## src/rtl/pmu_pkg.sv

```systemverilog
package pmu_pkg;

  localparam int ADDR_W  = 8;
  localparam int DATA_W  = 32;
  localparam int CYC_BIT = 31;

  // register addresses
  localparam logic [ADDR_W-1:0] A_CTRL     = 8'h00;
  localparam logic [ADDR_W-1:0] A_CEN_SET  = 8'h01;
  localparam logic [ADDR_W-1:0] A_CEN_CLR  = 8'h02;
  localparam logic [ADDR_W-1:0] A_IEN_SET  = 8'h03;
  localparam logic [ADDR_W-1:0] A_IEN_CLR  = 8'h04;
  localparam logic [ADDR_W-1:0] A_OVF      = 8'h05;
  localparam logic [ADDR_W-1:0] A_SWINC    = 8'h06;
  localparam logic [ADDR_W-1:0] A_CYC_LO   = 8'h08;
  localparam logic [ADDR_W-1:0] A_CYC_HI   = 8'h09;
  localparam logic [ADDR_W-1:0] A_CNT_BASE = 8'h10;
  localparam logic [ADDR_W-1:0] A_SEL_BASE = 8'h30;

  // control bit positions
  localparam int CTRL_EN    = 0;
  localparam int CTRL_EVRST = 1;
  localparam int CTRL_CYRST = 2;
  localparam int CTRL_DIV   = 3;
  localparam int CTRL_LONG  = 6;
  localparam int CTRL_W     = 7;
  localparam logic [CTRL_W-1:0] CTRL_KEEP = 7'b111_1001;

  // select register layout
  localparam logic [DATA_W-1:0] SEL_WMASK = 32'hC800_FFFF;
  localparam int SEL_NO_L1 = 31;
  localparam int SEL_NO_L0 = 30;
  localparam int SEL_L2    = 27;
  localparam int EVNUM_W   = 16;
  localparam logic [EVNUM_W-1:0] EV_SOFT   = 16'h0000;
  localparam logic [EVNUM_W-1:0] EV_CLOCKS = 16'h0011;

  typedef enum logic [1:0] {
    PL_USER = 2'd0,
    PL_SUP  = 2'd1,
    PL_HYP  = 2'd2,
    PL_MON  = 2'd3
  } priv_e;

  function automatic logic priv_pass(input logic [DATA_W-1:0] sel, input logic [1:0] lvl);
    case (priv_e'(lvl))
      PL_USER: priv_pass = !sel[SEL_NO_L0];
      PL_SUP:  priv_pass = !sel[SEL_NO_L1];
      PL_HYP:  priv_pass = sel[SEL_L2];
      default: priv_pass = 1'b0;
    endcase
  endfunction

endpackage

```

## src/rtl/pmu_evt_counter.sv

```systemverilog
module pmu_evt_counter
  import pmu_pkg::*;
#(
  parameter int NUM_EVT_IN = 32
) (
  input  logic                  clk,
  input  logic                  rst,
  input  logic                  glb_en,
  input  logic                  cnt_en,
  input  logic [1:0]            priv_lvl,
  input  logic [NUM_EVT_IN-1:0] evt_in,
  input  logic                  sw_inc,
  input  logic                  clr_all,
  input  logic                  wr_cnt,
  input  logic                  wr_sel,
  input  logic [DATA_W-1:0]     wr_data,
  output logic [DATA_W-1:0]     cnt_q,
  output logic [DATA_W-1:0]     sel_q,
  output logic                  ovf_o
);

  localparam int IDX_W = (NUM_EVT_IN > 1) ? $clog2(NUM_EVT_IN) : 1;
  localparam logic [EVNUM_W-1:0] EV_LIMIT = EVNUM_W'(NUM_EVT_IN);

  logic [EVNUM_W-1:0] ev_num;
  logic               ev_hit;
  logic               inc;

  always_comb begin
    ev_num = sel_q[EVNUM_W-1:0];
    if (ev_num == EV_SOFT)        ev_hit = sw_inc;
    else if (ev_num == EV_CLOCKS) ev_hit = 1'b1;
    else if (ev_num < EV_LIMIT)   ev_hit = evt_in[ev_num[IDX_W-1:0]];
    else                          ev_hit = 1'b0;
  end

  assign inc   = glb_en && cnt_en && ev_hit && priv_pass(sel_q, priv_lvl);
  assign ovf_o = inc && !clr_all && !wr_cnt && (cnt_q == '1);

  always_ff @(posedge clk) begin
    if (rst)          cnt_q <= '0;
    else if (clr_all) cnt_q <= '0;
    else if (wr_cnt)  cnt_q <= wr_data;
    else if (inc)     cnt_q <= cnt_q + 1'b1;
  end

  always_ff @(posedge clk) begin
    if (rst)         sel_q <= '0;
    else if (wr_sel) sel_q <= wr_data & SEL_WMASK;
  end

endmodule

```

## src/rtl/pmu_cycle_counter.sv

```systemverilog
module pmu_cycle_counter
  import pmu_pkg::*;
#(
  parameter int PRE_W = 6,
  parameter int CYC_W = 64
) (
  input  logic              clk,
  input  logic              rst,
  input  logic              run,
  input  logic              div_en,
  input  logic              long_ovf,
  input  logic              clr,
  input  logic              wr_lo,
  input  logic              wr_hi,
  input  logic [DATA_W-1:0] wr_data,
  output logic [CYC_W-1:0]  cyc_q,
  output logic              ovf_o
);

  localparam int HALF = CYC_W / 2;

  logic [PRE_W-1:0] pre_q;
  logic             tick;
  logic             inc;
  logic             wrap;

  assign tick  = !div_en || (pre_q == '1);
  assign inc   = run && tick;
  assign wrap  = long_ovf ? (&cyc_q) : (&cyc_q[HALF-1:0]);
  assign ovf_o = inc && !clr && !wr_lo && !wr_hi && wrap;

  always_ff @(posedge clk) begin
    if (rst)      pre_q <= '0;
    else if (clr) pre_q <= '0;
    else if (run) pre_q <= pre_q + 1'b1;
  end

  always_ff @(posedge clk) begin
    if (rst)        cyc_q <= '0;
    else if (clr)   cyc_q <= '0;
    else if (wr_lo) cyc_q[HALF-1:0] <= wr_data[HALF-1:0];
    else if (wr_hi) cyc_q[CYC_W-1:HALF] <= wr_data[HALF-1:0];
    else if (inc)   cyc_q <= cyc_q + 1'b1;
  end

endmodule

```

## src/rtl/perf_mon_unit.sv

```systemverilog
module perf_mon_unit
  import pmu_pkg::*;
#(
  parameter int NUM_CNT    = 4,
  parameter int NUM_EVT_IN = 32,
  parameter int PRE_W      = 6
) (
  input  logic                  clk,
  input  logic                  rst,
  input  logic                  wr_en,
  input  logic [7:0]            wr_addr,
  input  logic [31:0]           wr_data,
  input  logic [7:0]            rd_addr,
  output logic [31:0]           rd_data,
  input  logic [1:0]            priv_lvl,
  input  logic [NUM_EVT_IN-1:0] evt_in,
  output logic                  irq
);

  localparam int CYC_W = 2 * DATA_W;
  localparam logic [30:0] EVT_MASK = 31'((64'd1 << NUM_CNT) - 64'd1);
  localparam logic [DATA_W-1:0] VALID = {1'b1, EVT_MASK};

  logic [CTRL_W-1:0] ctrl_q;
  logic [DATA_W-1:0] cen_q, ien_q, ovf_q;
  logic [DATA_W-1:0] cen_d, ien_d, ovf_d;
  logic [DATA_W-1:0] ovf_set, ovf_clr, sw_vec;
  logic [DATA_W-1:0] cnt_arr [NUM_CNT];
  logic [DATA_W-1:0] sel_arr [NUM_CNT];
  logic [NUM_CNT-1:0] evt_ovf;
  logic [CYC_W-1:0]  cyc_cnt;
  logic              cyc_ovf;
  logic              wr_ctrl, clr_evt, clr_cyc;
  logic [DATA_W-1:0] rd_mux;

  assign wr_ctrl = wr_en && (wr_addr == A_CTRL);
  assign clr_evt = wr_ctrl && wr_data[CTRL_EVRST];
  assign clr_cyc = wr_ctrl && wr_data[CTRL_CYRST];
  assign sw_vec  = (wr_en && wr_addr == A_SWINC) ? wr_data : '0;
  assign ovf_clr = (wr_en && wr_addr == A_OVF) ? wr_data : '0;

  // event counters
  for (genvar i = 0; i < NUM_CNT; i++) begin : g_evt
    localparam logic [7:0] CNT_A = A_CNT_BASE + 8'(i);
    localparam logic [7:0] SEL_A = A_SEL_BASE + 8'(i);
    pmu_evt_counter #(.NUM_EVT_IN(NUM_EVT_IN)) u_cnt (
      .clk      (clk),
      .rst      (rst),
      .glb_en   (ctrl_q[CTRL_EN]),
      .cnt_en   (cen_q[i]),
      .priv_lvl (priv_lvl),
      .evt_in   (evt_in),
      .sw_inc   (sw_vec[i]),
      .clr_all  (clr_evt),
      .wr_cnt   (wr_en && wr_addr == CNT_A),
      .wr_sel   (wr_en && wr_addr == SEL_A),
      .wr_data  (wr_data),
      .cnt_q    (cnt_arr[i]),
      .sel_q    (sel_arr[i]),
      .ovf_o    (evt_ovf[i])
    );
  end

  pmu_cycle_counter #(.PRE_W(PRE_W), .CYC_W(CYC_W)) u_cyc (
    .clk      (clk),
    .rst      (rst),
    .run      (ctrl_q[CTRL_EN] && cen_q[CYC_BIT]),
    .div_en   (ctrl_q[CTRL_DIV]),
    .long_ovf (ctrl_q[CTRL_LONG]),
    .clr      (clr_cyc),
    .wr_lo    (wr_en && wr_addr == A_CYC_LO),
    .wr_hi    (wr_en && wr_addr == A_CYC_HI),
    .wr_data  (wr_data),
    .cyc_q    (cyc_cnt),
    .ovf_o    (cyc_ovf)
  );

  // mask and flag next state
  always_comb begin
    ovf_set = '0;
    ovf_set[NUM_CNT-1:0] = evt_ovf;
    ovf_set[CYC_BIT] = cyc_ovf;
    ovf_d = ((ovf_q & ~ovf_clr) | ovf_set) & VALID;

    cen_d = cen_q;
    if (wr_en && wr_addr == A_CEN_SET) cen_d = cen_q | (wr_data & VALID);
    if (wr_en && wr_addr == A_CEN_CLR) cen_d = cen_q & ~wr_data;

    ien_d = ien_q;
    if (wr_en && wr_addr == A_IEN_SET) ien_d = ien_q | (wr_data & VALID);
    if (wr_en && wr_addr == A_IEN_CLR) ien_d = ien_q & ~wr_data;
  end

  always_ff @(posedge clk) begin
    if (rst) begin
      ctrl_q <= '0;
      cen_q  <= '0;
      ien_q  <= '0;
      ovf_q  <= '0;
      irq    <= 1'b0;
    end else begin
      if (wr_ctrl) ctrl_q <= wr_data[CTRL_W-1:0] & CTRL_KEEP;
      cen_q <= cen_d;
      ien_q <= ien_d;
      ovf_q <= ovf_d;
      irq   <= |(ovf_d & ien_d);
    end
  end

  // read path
  always_comb begin
    rd_mux = '0;
    case (rd_addr)
      A_CTRL:               rd_mux = {16'b0, 5'(NUM_CNT), 4'b0, ctrl_q};
      A_CEN_SET, A_CEN_CLR: rd_mux = cen_q;
      A_IEN_SET, A_IEN_CLR: rd_mux = ien_q;
      A_OVF:                rd_mux = ovf_q;
      A_CYC_LO:             rd_mux = cyc_cnt[DATA_W-1:0];
      A_CYC_HI:             rd_mux = cyc_cnt[CYC_W-1:DATA_W];
      default: begin
        for (int i = 0; i < NUM_CNT; i++) begin
          if (rd_addr == A_CNT_BASE + 8'(i)) rd_mux = cnt_arr[i];
          if (rd_addr == A_SEL_BASE + 8'(i)) rd_mux = sel_arr[i];
        end
      end
    endcase
  end

  always_ff @(posedge clk) begin
    if (rst) rd_data <= '0;
    else     rd_data <= rd_mux;
  end

endmodule

```

## config.mk

```make
export PLATFORM = sky130hd
export DESIGN_NAME = perf_mon_unit
export DESIGN_NICKNAME = d
export VERILOG_FILES = /design/src/rtl/pmu_pkg.sv /design/src/rtl/pmu_evt_counter.sv /design/src/rtl/pmu_cycle_counter.sv /design/src/rtl/perf_mon_unit.sv
export SDC_FILE = /design/constraint.sdc
export NUM_CORES = 1
export LEC_CHECK = 0
export BUFFER_PORTS_ARGS = -buffer_cell sky130_fd_sc_hd__buf_2
export CORE_MARGIN = 1
export CORE_UTILIZATION = 29
export CTS_CLUSTER_SIZE = 14
export DETAILED_ROUTE_END_ITERATION = 8
export GPL_TIMING_DRIVEN = 0
export PLACE_DENSITY_LB_ADDON = 0.05
export SETUP_SLACK_MARGIN = 0.4
export SLEW_MARGIN = 10
export SYNTH_ARGS = -nofsm -noshare
export SYNTH_HDL_FRONTEND = slang
export SYNTH_SLANG_ARGS = --single-unit
```

## constraint.sdc

```tcl
create_clock -name clk -period 4.6 [get_ports clk]
set_clock_uncertainty 0.1 [all_clocks]
set_input_delay 0.69 -clock clk [delete_from_list [all_inputs] [get_ports clk]]
set_output_delay 0.69 -clock clk [all_outputs]
set_load 0.02 [all_outputs]
```

==> results.toml, run 1 <==
[place]
post-dp-hpwl_um = 84400
place.port_buffers = 101
post-place-ws_ps = 306
placed_area_um2 = 22900
gp_routability_congestion = 0.963
dpl.cell_count = 3715

[run_status]
status = "complete, no violations"

[floorplan]
die_area_um2 = 74300
die_x_um = 273
ios = 118
num_rows = 98
die_h_um = 273
core_area_um2 = 72000
start_util_pct = 29.5

[synthesis]
synth_seq_cells = 381
syn_nets = 2754
synthDistinctLibCells = 83
ys_seq_area_share_pct = 35.9
synth-edff-count = 0
syn_area_um2 = 21200
yosysWarnings = 0
syn_inst = 2663
synth_flop_cell = "dfxtp_1"
synth_area_per_cell_um2 = 7.97
async_flop_share_pct = 0

[critical_path]
critical_path_class = "flip-flop to flip-flop"
slowest_delay_ps = 790
critPathSlowestCell = "a21boi_1"
crit_path_end_kind = "flip-flop"
path_cells = "a21boi_1 -> nand4_1 -> nand2b_1 -> a2111oi_4 -> a31oi_1 -> clkbuf_2 -> or3_1 -> a31oi_1"
ff2ff_path_depth = 8
r2r_slack_ps = 470
required_ps = 5020
cp_max_fo = 10
timing.rr.start = "ctrl_q[0]"
arrival_ps = 4560
cp-start-kind = "flip-flop"
crit_path_frequent_cell = "a31oi_1"
regToRegEndpoint = "g_evt[1].u_cnt.cnt_q[14]"

[grt]
grt_overflow = 0
grt_pass1_wl_um = 157000
grt.met2_usage_pct = 47.4
grt-busiest-layer = "met2"
use_met3_pct = 4.14
grtUsageMet1_pct = 38.7
grt_max_degree = 13
antenna_found_initial = 7
grt_pass1_vias = 21600
grtUsageTotal_pct = 29.1

[power]
p_seq_share_pct = 40.9
combPwrFrac_pct = 6.0
switching_share_pct = 25.1
vdd_ir_drop_max_uv = 235
p_total_mw = 8.21
powerDensity_nw_per_um2 = 332
clkPwrFrac_pct = 53.1
p_int_mw = 6.15
leakagePower_nw = 8.02
net-switching-power_mw = 2.06

[layout]
fin_area_um2 = 24800
postLayoutCoreUtil_pct = 34.4
drive_above_1_share_pct = 9.38
final_cells = 3810
num-nets-final = 2908
area_delta_synth_final_pct = 16.6

[clock_network]
cts.path.max_buffers = 3
cts_hold_buf = 0
clk_latency_ps = 600
cts_resized = 0
cts_tree = "done"
post_cts_buffers = 0
htreeDepth = 2
cts_root_buffer = "clkbuf_16"
cts_num_sinks = 381
cts_buffers = 50
clk_pin_slew_ps = 70

[route]
drc = 0
antenna_left = 0
drtIter0Drc = 2415
routed_wl_um = 110000
via_per_inst = 5.90
post_drt_wl_per_cell_um = 28.9
vias = 22500
first_pass_iters = 7

[timing]
fin_crit_ps = 4130
tns_ps = 0
slew_violations = 0
finalHoldViolCount = 0
setup_ws_ps = 468
worstMarginPinSlew_ps = 1420
finalSetupViolCount = 0
max_freq_mhz = 242
fin_crit_sh_pct = 89.8
hold-worst-slack_ps = 312
slew-limit-headroom_pct = 5.47
rsz0062_at_grt = "false"

[flow_run]
maxCapViolations = 0

[worst_hold_path]
min_path_type = "input pin to flip-flop"
hold_path_end = "u_cyc.cyc_q[8]"
hold_depth = 3
hold_start = "wr_data[8]"
## layout make-up
class | count | area [µm²]
Sequential cell | 381 | 7630
Multi-Input combinational cell | 2027 | 12600
Clock inverter | 20 | 308
Antenna cell | 2 | 5.00
Tap cell | 950 | 1190
Timing Repair Buffer | 102 | 513
Fill cell | 7612 | 47200
Buffer | 218 | 877
Clock buffer | 73 | 1500
Inverter | 37 | 139
## how the worst max path moves through the flow
stage	end	slack (ps)	start
floorplan	g_evt[1].u_cnt.cnt_q[10]	1680	wr_addr[3]
global placement	g_evt[1].u_cnt.cnt_q[24]	-640	wr_addr[1]
detailed placement	g_evt[1].u_cnt.cnt_q[14]	310	priv_lvl[1]
CTS	g_evt[1].u_cnt.cnt_q[14]	580	ctrl_q[0]
global route	g_evt[1].u_cnt.cnt_q[11]	400	ctrl_q[0]
finish	g_evt[1].u_cnt.cnt_q[14]	470	ctrl_q[0]
## synth_stat cells, types with 10 or more instances
cell	count	area [µm²]
a221oi_1	35	307
dfxtp_1	381	7630
and2_1	20	125
nor3_1	36	180
a211o_1	11	96.3
nand2b_1	64	400
buf_1	17	63.8
mux2i_1	84	841
a31oi_1	41	257
buf_2	15	75.1
o211ai_1	10	75.1
a211oi_1	45	338
nor3b_1	19	143
a21oi_1	315	1580
nor2b_1	13	81.3
nand2_1	289	1080
o21ai_0	186	931
mux4_2	23	518
and4_1	27	236
a222oi_1	34	340
nor2_1	199	747
nand4_1	76	475
xor2_1	51	447
nor4_1	63	394
inv_1	37	139
or3_1	15	93.8
a22oi_1	28	210
clkbuf_1	179	672
nand3_1	83	415
and3_1	52	325
xnor2_1	76	666
## state kept, by name, summed over array words and instances (netlist names), named ones only
signal	count
ovf_q	5
g_evt.u_cnt.cnt_q	128
rd_data	32
cen_q	27
u_cyc.pre_q	6
irq	1
g_evt.u_cnt.sel_q	76
u_cyc.cyc_q	64
ctrl_q	5
ien_q	32
## power by group through the flow
| stage | clock (mW) | combinational (mW) | sequential (mW) |
|---|---|---|---|
| finish | 4.36 | 0.492 | 3.36 |
| global route | 4.57 | 0.513 | 3.36 |
| CTS | 4.44 | 0.482 | 3.35 |
| detailed placement | 0 | 0.480 | 3.43 |
| global placement | 0 | 0.477 | 3.43 |
| floorplan | 0 | 0.220 | 3.42 |
## logic make-up after synthesis
family	Yosys count	synth area share [%]
AO/OA/AOI/OAI	785	23.1
XOR/XNOR	127	5.24
adder cells (fa/ha/maj)	6	0.354
buffers and inverters	255	4.78
flip-flops	381	35.9
multiplexers	111	6.63
AND/OR/NAND/NOR	998	24.0
## per-layer routing
layer	routed length (µm)	share of wire, %	vias up
met5	27	0.024	-
met4	4360	4.0	4
met3	7250	6.6	194
met2	51000	46	946
met1	47600	43	11200
li1	-	-	10200
## worst max-delay path: cells and delay by family (launching register included)
kind | cells | cell delay [ps]
AOI/OAI and AO/OA | 4 | 2010
buffers and inverters | 1 | 270
DFF | 1 | 530
and+or+nand+nor | 3 | 1110
## cell usage in the layout, fill, tap and decap left out, types with 76 or more instances in the layout
cell type  count
dfxtp_1      381
clkbuf_1     188
nand4_1       76
buf_2        116
nand3_1       83
o21ai_0      186
mux2i_1       84
xnor2_1       76
nand2_1      289
nor2_1       199
a21oi_1      315
Note: power is estimated with default switching activity, not from simulation.
==> run 2, diff against run 1 <==
--- a/config.mk
+++ b/config.mk
@@ -8,4 +8,4 @@
 export BUFFER_PORTS_ARGS = -buffer_cell sky130_fd_sc_hd__buf_2
-export CORE_MARGIN = 1
-export CORE_UTILIZATION = 29
+export CORE_MARGIN = 3
+export CORE_UTILIZATION = 45
 export CTS_CLUSTER_SIZE = 14
==> constraint.sdc (replaced) <==
create_clock -name clk -period 4.6 [get_ports clk]
set_clock_uncertainty 0.1 [all_clocks]
set_input_delay 0.23 -clock clk [delete_from_list [all_inputs] [get_ports clk]]
set_output_delay 0.23 -clock clk [all_outputs]
set_load 0.02 [all_outputs]
==> run 2 against run 1 <==
Against the previous run: clock power fell by 19%; critical endpoint is now ovf_q[2]; register-to-register slack better by 230 ps; largest power group unchanged; core utilization is 18 points higher; first-iteration DRC count grew 25%; global-route usage up 9.3 points.
==> results.toml, run 2 (synthesis results as in run 1) <==
[run_status]
status = "complete, no violations"

[route]
vias = 23000
via_per_inst = 6.66
post_drt_wl_per_cell_um = 28.8
antenna_left = 0
drc = 0
routed_wl_um = 99600
drtIter0Drc = 3015
first_pass_iters = 9

[power]
powerDensity_nw_per_um2 = 306
clkPwrFrac_pct = 47.9
vdd_ir_drop_max_uv = 356
p_total_mw = 7.38
combPwrFrac_pct = 6.7
p_int_mw = 5.48
p_seq_share_pct = 45.5
switching_share_pct = 25.8
net-switching-power_mw = 1.90
leakagePower_nw = 7.91

[critical_path]
cp-start-kind = "flip-flop"
critPathSlowestCell = "or4_1"
critical_path_class = "flip-flop to flip-flop"
r2r_slack_ps = 700
slowest_delay_ps = 710
arrival_ps = 4310
ff2ff_path_depth = 6
timing.rr.start = "ctrl_q[0]"
regToRegEndpoint = "ovf_q[2]"
cp_max_fo = 7
crit_path_end_kind = "flip-flop"
path_cells = "a21boi_1 -> nand4_1 -> a211oi_1 -> o2111ai_2 -> or4_1 -> a21oi_1"
required_ps = 5010

[layout]
layout_top_registers = "g_evt.u_cnt.cnt_q: 128 flops, g_evt.u_cnt.sel_q: 76 flops, u_cyc.cyc_q: 64 flops"
drive_above_1_share_pct = 8.77
area_delta_synth_final_pct = 13.6
largest_reg_flops = 128
final_cell_mix = "381 x dfxtp_1, 315 x a21oi_1, 289 x nand2_1"
diodes = 0
num-nets-final = 2924
top_register = "g_evt.u_cnt.cnt_q"
fin_area_um2 = 24100
mostFrequentLayoutCell = "dfxtp_1"

[timing]
worstMarginPinSlew_ps = 1330
slew_violations = 0
fin_crit_ps = 3900
rsz0062_at_grt = "false"
finalHoldViolCount = 0
max_freq_mhz = 256
finalSetupViolCount = 0
hold-worst-slack_ps = 41.6
fin_crit_sh_pct = 84.8
setup_ws_ps = 699
tns_ps = 0
slew-limit-headroom_pct = 11.3

[worst_hold_path]
hold_start = "wr_data[0]"
hold_path_end = "ien_q[0]"
min_path_type = "input pin to flip-flop"
hold_depth = 3

[clock_network]
cts_tree = "done"
clk_latency_ps = 600
cts_root_buffer = "clkbuf_16"
post_cts_buffers = 0
cts_num_sinks = 381
htreeDepth = 2
cts.path.max_buffers = 3
clk_pin_slew_ps = 60
cts_buffers = 45

[place]
post-place-ws_ps = 538
gp_routability_congestion = 1.01
post-dp-hpwl_um = 75300
placed_area_um2 = 22500
place.port_buffers = 101

[floorplan]
die_x_um = 223
num_rows = 78
start_util_pct = 46.2
core_area_um2 = 46000
die_area_um2 = 49800
ios = 118
die_h_um = 223

[grt]
grt_pass1_vias = 21100
grt_max_degree = 13
antenna_found_initial = 4
grt_overflow = 0
grtUsageTotal_pct = 38.3
grt_pass1_wl_um = 143000

[flow_run]
maxCapViolations = 0
-- run 2: area by class of cell --
type / instances / area, µm²
inverter: 37 / 139
multi-input combinational: 2027 / 12600
clock inverter: 11 / 93.8
buffer: 218 / 877
clock buffer: 64 / 1310
timing repair buffer: 123 / 723
sequential: 381 / 7630
fill: 4445 / 21800
tap: 600 / 751
-- run 2: worst max-delay path by stage --
| stage | start | endpoint | slack, ps | cells past startpoint |
|---|---|---|---|---|
| after floorplan | g_evt[0].u_cnt.sel_q[1] | g_evt[0].u_cnt.cnt_q[16] | 2080 | 9 |
| after global placement | wr_addr[1] | g_evt[1].u_cnt.cnt_q[24] | -60 | 11 |
| after detailed placement | ctrl_q[0] | ovf_q[2] | 540 | 6 |
| after CTS | ctrl_q[0] | ovf_q[2] | 510 | 6 |
| after global routing | ctrl_q[0] | ovf_q[2] | 690 | 6 |
| final | ctrl_q[0] | ovf_q[2] | 700 | 6 |
-- run 2: per-layer routing --
metal	wire, µm	GRT usage (%)	vias up
met5	0	0	-
met2	44300	59.7	1361
met4	6070	21.1	0
li1	-	-	10200
met1	39000	49.8	11200
met3	10100	7.71	295
-- run 2: timing repair --
item,in CTS,in global routing
hold endpoints to repair,49,0
hold buffers,21,0
gates resized for setup,0,1
setup endpoints to repair,0,1
-- run 2: critical path, delay by kind of cell (launching register included) --
family	cells	cell delay, ps
compound gates	4	2040
flops	1	580
simple gates	2	1090
-- run 2: power by group through the flow --
| stage | clock (mW) | sequential (mW) | combinational (mW) |
|---|---|---|---|
| CTS | 3.55 | 3.35 | 0.471 |
| floorplan | 0 | 3.42 | 0.220 |
| global route | 3.68 | 3.36 | 0.510 |
| detailed placement | 0 | 3.43 | 0.456 |
| global placement | 0 | 3.43 | 0.449 |
| finish | 3.54 | 3.36 | 0.492 |
-- run 2: through the flow --
step                cells  util [%]
finish               3461      52.5
global route         3461      52.5
CTS                  3461      52.5
detailed placement   3365      49.0
global placement     3364      48.9
floorplan            2663         -
